### src/rtl/lms_pkg.sv
package lms_pkg;

    typedef enum logic [1:0] {
        PH_IDLE = 2'd0,
        PH_ACC  = 2'd1,
        PH_ERR  = 2'd2,
        PH_UPD  = 2'd3
    } phase_e;

    typedef struct packed {
        logic acc_clr;
        logic acc_we;
        logic err_we;
        logic w_we;
        logic push;
    } ctl_s;

    function automatic int tap_bits(input int n);
        return (n > 1) ? $clog2(n) : 1;
    endfunction

endpackage

### src/rtl/lms_ctrl.sv
module lms_ctrl
    import lms_pkg::*;
#(
    parameter int N_TAPS = 8,
    localparam int TW = tap_bits(N_TAPS)
) (
    input  logic          clk,
    input  logic          rst,
    input  logic          start,
    output phase_e        phase,
    output logic [TW-1:0] tap,
    output ctl_s          ctl,
    output logic          done
);

    localparam logic [TW-1:0] LAST = TW'(N_TAPS - 1);

    phase_e        phase_q, phase_d;
    logic [TW-1:0] tap_q, tap_d;
    logic          done_d;
    logic          last_tap;

    assign last_tap = (tap_q == LAST);

    always_comb begin
        phase_d = phase_q;
        tap_d   = tap_q;
        done_d  = 1'b0;
        ctl     = '0;
        unique case (phase_q)
            PH_IDLE: begin
                if (start) begin
                    phase_d     = PH_ACC;
                    tap_d       = '0;
                    ctl.acc_clr = 1'b1;
                    ctl.push    = 1'b1;
                end
            end
            PH_ACC: begin
                ctl.acc_we = 1'b1;
                if (last_tap) begin
                    phase_d = PH_ERR;
                    tap_d   = '0;
                end else begin
                    tap_d = tap_q + 1'b1;
                end
            end
            PH_ERR: begin
                ctl.err_we = 1'b1;
                phase_d    = PH_UPD;
                tap_d      = '0;
            end
            PH_UPD: begin
                ctl.w_we = 1'b1;
                if (last_tap) begin
                    phase_d = PH_IDLE;
                    tap_d   = '0;
                    done_d  = 1'b1;
                end else begin
                    tap_d = tap_q + 1'b1;
                end
            end
            default: phase_d = PH_IDLE;
        endcase
    end

    always_ff @(posedge clk) begin
        if (rst) begin
            phase_q <= PH_IDLE;
            tap_q   <= '0;
            done    <= 1'b0;
        end else begin
            phase_q <= phase_d;
            tap_q   <= tap_d;
            done    <= done_d;
        end
    end

    assign phase = phase_q;
    assign tap   = tap_q;

endmodule

### src/rtl/lms_delay_line.sv
module lms_delay_line #(
    parameter int N_TAPS = 8,
    parameter int DW     = 8,
    parameter int TW     = 3
) (
    input  logic          clk,
    input  logic          rst,
    input  logic          push,
    input  logic [DW-1:0] x_in,
    input  logic [TW-1:0] sel,
    output logic [DW-1:0] x_out
);

    logic [DW-1:0] slot [N_TAPS];

    always_ff @(posedge clk) begin
        if (rst) begin
            slot[0] <= '0;
        end else if (push) begin
            slot[0] <= x_in;
        end
    end

    for (genvar k = 1; k < N_TAPS; k++) begin : g_stage
        always_ff @(posedge clk) begin
            if (rst) begin
                slot[k] <= '0;
            end else if (push) begin
                slot[k] <= slot[k-1];
            end
        end
    end

    assign x_out = slot[sel];

endmodule

### src/rtl/lms_weight_store.sv
module lms_weight_store #(
    parameter int N_TAPS = 8,
    parameter int DW     = 8,
    parameter int TW     = 3
) (
    input  logic          clk,
    input  logic          rst,
    input  logic          we,
    input  logic [TW-1:0] sel,
    input  logic [DW-1:0] wdata,
    output logic [DW-1:0] rdata
);

    logic [DW-1:0] wt [N_TAPS];

    for (genvar k = 0; k < N_TAPS; k++) begin : g_entry
        always_ff @(posedge clk) begin
            if (rst) begin
                wt[k] <= '0;
            end else if (we && (sel == TW'(k))) begin
                wt[k] <= wdata;
            end
        end
    end

    assign rdata = wt[sel];

endmodule

### src/rtl/lms_alu.sv
module lms_alu
    import lms_pkg::*;
#(
    parameter int DW       = 8,
    parameter int DROP     = 4,
    parameter int MU_SHIFT = 5,
    localparam int FW = 2 * DW,
    localparam int PW = FW - DROP
) (
    input  phase_e        mode,
    input  logic [DW-1:0] w,
    input  logic [DW-1:0] x,
    input  logic [DW-1:0] acc,
    input  logic [DW-1:0] d,
    input  logic [DW-1:0] e,
    output logic [DW-1:0] result
);

    logic signed [DW-1:0] mul_a;
    logic signed [FW-1:0] prod;
    logic signed [PW-1:0] p_plain;
    logic signed [PW-1:0] p_scaled;
    logic        [PW-1:0] prod_sel;
    logic        [PW-1:0] add_a;
    logic        [PW-1:0] add_b;
    logic                 cin;
    logic        [PW-1:0] sum;
    logic                 upd;

    function automatic logic [PW-1:0] sext(input logic [DW-1:0] v);
        return {{(PW-DW){v[DW-1]}}, v};
    endfunction

    assign upd      = (mode == PH_UPD);
    assign mul_a    = upd ? e : w;
    assign prod     = mul_a * $signed(x);
    assign p_plain  = prod[FW-1:DROP];
    assign p_scaled = p_plain >>> MU_SHIFT;
    assign prod_sel = upd ? p_scaled : p_plain;

    always_comb begin
        add_a = sext(acc);
        add_b = prod_sel;
        cin   = 1'b0;
        unique case (mode)
            PH_ACC: begin
                add_a = sext(acc);
                add_b = prod_sel;
            end
            PH_ERR: begin
                add_a = sext(d);
                add_b = ~sext(acc);
                cin   = 1'b1;
            end
            PH_UPD: begin
                add_a = sext(w);
                add_b = prod_sel;
            end
            default: begin
                add_a = sext(acc);
                add_b = prod_sel;
            end
        endcase
    end

    assign sum    = add_a + add_b + PW'(cin);
    assign result = sum[DW-1:0];

endmodule

### src/rtl/lms_filter.sv
module lms_filter
    import lms_pkg::*;
#(
    parameter int N_TAPS   = 8,
    parameter int DW       = 8,
    parameter int DROP     = 4,
    parameter int MU_SHIFT = 5
) (
    input  logic          clk,
    input  logic          rst,
    input  logic          start,
    input  logic [DW-1:0] d_in,
    input  logic [DW-1:0] x_in,
    output logic [DW-1:0] err,
    output logic          done
);

    localparam int TW = tap_bits(N_TAPS);

    phase_e        phase;
    logic [TW-1:0] tap;
    ctl_s          ctl;
    logic [DW-1:0] x_cur;
    logic [DW-1:0] w_cur;
    logic [DW-1:0] alu_out;
    logic [DW-1:0] d_q;
    logic [DW-1:0] acc_q;
    logic [DW-1:0] err_q;

    lms_ctrl #(.N_TAPS(N_TAPS)) u_ctrl (
        .clk   (clk),
        .rst   (rst),
        .start (start),
        .phase (phase),
        .tap   (tap),
        .ctl   (ctl),
        .done  (done)
    );

    lms_delay_line #(.N_TAPS(N_TAPS), .DW(DW), .TW(TW)) u_xline (
        .clk   (clk),
        .rst   (rst),
        .push  (ctl.push),
        .x_in  (x_in),
        .sel   (tap),
        .x_out (x_cur)
    );

    lms_weight_store #(.N_TAPS(N_TAPS), .DW(DW), .TW(TW)) u_wts (
        .clk   (clk),
        .rst   (rst),
        .we    (ctl.w_we),
        .sel   (tap),
        .wdata (alu_out),
        .rdata (w_cur)
    );

    lms_alu #(.DW(DW), .DROP(DROP), .MU_SHIFT(MU_SHIFT)) u_alu (
        .mode   (phase),
        .w      (w_cur),
        .x      (x_cur),
        .acc    (acc_q),
        .d      (d_q),
        .e      (err_q),
        .result (alu_out)
    );

    always_ff @(posedge clk) begin
        if (rst) begin
            d_q   <= '0;
            acc_q <= '0;
            err_q <= '0;
        end else begin
            if (ctl.push)    d_q   <= d_in;
            if (ctl.acc_clr) acc_q <= '0;
            else if (ctl.acc_we) acc_q <= alu_out;
            if (ctl.err_we)  err_q <= alu_out;
        end
    end

    assign err = err_q;

endmodule

### config.mk
export PLATFORM = sky130hd
export DESIGN_NAME = lms_filter
export DESIGN_NICKNAME = d
export VERILOG_FILES = /design/src/rtl/lms_pkg.sv /design/src/rtl/lms_ctrl.sv /design/src/rtl/lms_delay_line.sv /design/src/rtl/lms_weight_store.sv /design/src/rtl/lms_alu.sv /design/src/rtl/lms_filter.sv
export SDC_FILE = /design/constraint.sdc
export NUM_CORES = 1
export LEC_CHECK = 0
export CAP_MARGIN = 20
export CORE_ASPECT_RATIO = 0.7
export CORE_MARGIN = 2
export CORE_UTILIZATION = 50
export DETAILED_ROUTE_END_ITERATION = 10
export PLACE_DENSITY = 0.67
export REMOVE_ABC_BUFFERS = 1
export SETUP_SLACK_MARGIN = 0.5
export SLEW_MARGIN = 10
export SYNTH_ARGS = -nofsm -noshare
export SYNTH_HDL_FRONTEND = slang
export SYNTH_SLANG_ARGS = --single-unit
### constraint.sdc
create_clock -name clk -period 20.4 [get_ports clk]
set_input_delay 3.06 -clock clk [delete_from_list [all_inputs] [get_ports clk]]
set_output_delay 3.06 -clock clk [all_outputs]
set_load 0.03 [all_outputs]
==> summary.txt <==
Synth
  • Ys Warns: 0
  • Cells after synthesis: roughly 840
  • Synthesized flop and latch total: ~160
  • Post-synth EDFFs: approximately 130
  • Commonest register cell after synthesis: edfxtp_1
  • Seq/Total Area, Yosys: 0.456
  • Cell Area, Synth: ~9900 sq um
  • Synth cell types: about 50
  • Ys async rst share: 0
  • Avg Cell Area, Syn: around 12 sq um

Timing
  • Worst setup margin: 11,820 ps
  • Hold WS: around 490 ps
  • Hold Fails Final Rpt: 0
  • Pins over their slew limit: 0
  • Final Skew: around 16 ps
  • Slew @ Worst Pin: between 1000 and 1500 ps
  • Count of final setup violators: 0
  • RSZ-0062 raised after global routing: false
  • Final Critical Period: roughly 8600 ps
  • Setup TNS: 0 ps
  • Relative slew slack: 0.238
  • Final Cycle Share: 0.420
  • Fmax: roughly 120 MHz

Global route
  • Vias in the first global route: 6,667
  • Total global routing overflow: 0
  • First-pass GRT wire length: roughly 36,000 um
  • Initial antenna violation count: 0
  • Largest net degree at the start of global routing: 72
  • Total GRT Usage: 0.230

Die
  • # rows: 42
  • Core Box Area: between 15,000 and 20,000 sq um
  • IO Count: 28
  • Effective utilization at floorplan: 0.516
  • Height of the die: between 100 and 150 um
  • Die area: about 21,000 sq um
  • Die width: roughly 170 um

Worst setup path
  • CP Data Required Time: between 20,000 and 25,000 ps
  • Crit path largest cell delay: 660 ps
  • Worst Setup End Kind: flop
  • Crit Path Max Fanout: 31
  • Startpoint Class: flop
  • CP delay by family, top: adder cells
  • Worst Path Buf+Inv: 6
  • Critical path data arrival time: 8710 ps
  • Slack of the worst reg-to-reg path: ~12,000 ps
  • Slowest cell on crit path: xor2_1
  • Kind of critical path: reg2reg
  • Most used cell, CP: fa_1

Drt
  • DR vias: 6,396
  • Drt first pass iters: 5
  • Mean routed wirelength per cell: approximately 19 um
  • Initial DRC count: roughly 560
  • Detailed Route WL: between 20,000 and 25,000 um
  • Number of routed nets with antenna violations: 0
  • Vias/cell: roughly 5.6
  • Residual DRC: 0

Clocking
  • Worst-skew pair later-pin latency: 420 ps
  • Root buffer cell: clkbuf_16
  • Post-CTS setup buffer count: 0
  • Hold Buf Count CTS: 0
  • PostCTS Resize Cnt: 0
  • Reg clk slew, reported paths: 70 ps
  • CTS tree: yes
  • TritonCTS Buffers: 17
  • Max Root-Sink Buffers: 2
  • Sink Count: between 150 and 200
  • Depth of the CTS H-tree: 4

Cells and area
  • ANT cells: 0
  • Share of cells above drive strength 1: 0.103
  • P&R area growth vs syn: 11.8%
  • Commonest non-fill, non-tap cell in the layout: nor2_1
  • Most frequent cells in the layout: nor2_1 (135), edfxtp_1 (128), inv_1 (93)
  • # nets final: ~1,000
  • Core Util, Final: 0.577

Run status
  • Status: finished, final reports clean

Min path
  • Hold/Removal Path Class: reg2reg

Place
  • PortBufs: 27
  • Dpl ws: 11,900 ps
  • GP Congestion: about 0.86
  • DP HPWL: between 15,000 and 20,000 um

Job
  • MaxCap Viol Count: 0
[cell type report]
class,instances,area [sq um]
Fill cell,1551,8090
Multi-Input combinational cell,556,4900
Sequential cell,161,4510
Clock buffer,21,493
Timing Repair Buffer,39,360
Inverter,96,360
Tap cell,264,330
Clock inverter,11,86.3
[logic make-up after synthesis]
group | Yosys count | synth area share
and+or+nand+nor | 275 | 0.131
DFF | 161 | 0.456
buffers and inverters | 124 | 0.0480
AOI/OAI and AO/OA | 92 | 0.0641
muxes | 65 | 0.108
xor gates and xnor gates | 23 | 0.0219
adders and majority gates | 101 | 0.171
[path summary, 6_finish.rpt]
path | start | end | cells after the start
worst min register to register | acc_q[6] | acc_q[6] | 2
worst min-delay path | acc_q[6] | acc_q[6] | 2
worst max-delay path | flop | u_wts.wt[4][6] | 29
worst max register to register | flop | u_wts.wt[4][6] | 29
[registers in the layout, indices dropped and copies added (netlist names), named ones only]
register / count
u_ctrl.done: 1
d_q: 8
err: 8
u_xline.slot: 64
u_ctrl.tap: 3
u_wts.wt: 64
acc_q: 8
u_ctrl.phase: 2
[synth_stat cells, types with 2 or more instances]
cell / count / area share
buf_2: 4 / 0.0020
fa_1: 56 / 0.11
o21ai_0: 8 / 0.0041
clkbuf_1: 19 / 0.0072
inv_1: 93 / 0.035
a21oi_1: 20 / 0.010
o211ai_1: 3 / 0.0023
xor2_1: 4 / 0.0035
a31o_1: 4 / 0.0035
xnor2_1: 17 / 0.015
a211oi_1: 10 / 0.0076
dfxtp_1: 33 / 0.067
a22o_1: 10 / 0.0089
nand2b_1: 4 / 0.0025
nor3_1: 7 / 0.0035
nand3b_1: 2 / 0.0015
mux2i_1: 24 / 0.024
o21a_1: 5 / 0.0038
buf_1: 4 / 0.0015
a21o_1: 9 / 0.0068
nor2_1: 136 / 0.052
o21bai_1: 2 / 0.0015
and3_1: 2 / 0.0013
nor2b_1: 10 / 0.0063
a2111oi_0: 2 / 0.0018
a22oi_1: 6 / 0.0046
mux2_2: 9 / 0.010
or2_1: 16 / 0.010
mux4_2: 32 / 0.073
and2_1: 65 / 0.041
nand2_1: 31 / 0.012
ha_1: 45 / 0.057
o21ai_1: 5 / 0.0025
edfxtp_1: 128 / 0.39
inv_2: 2 / 0.00076
[worst min-delay path, delay by kind of cell (launching register included)]
family,cells,cell delay [ps]
compound gates,1,50
flops,1,330
simple gates,1,70
[metrics by stage]
stage	cells	area, sq um
global placement	1116	10500
finish	1148	11000
floorplan	813	9760
global route	1148	11000
detailed placement	1116	10500
CTS	1148	11000
[per-layer routing]
| metal | routed length (um) | global-route usage | vias up | part of all wire |
|---|---|---|---|---|
| met5 | 0 | 0 | - | 0 |
| met4 | 228 | 0.0593 | 0 | 0.010 |
| met3 | 1640 | 0.0374 | 18 | 0.074 |
| met2 | 10000 | 0.344 | 267 | 0.45 |
| met1 | 10300 | 0.353 | 3175 | 0.46 |
| li1 | - | - | 2936 | - |
Power is left out: the tool's default activity adds up to more than one toggle a clock period on the data nets, which glitch-free logic cannot reach.
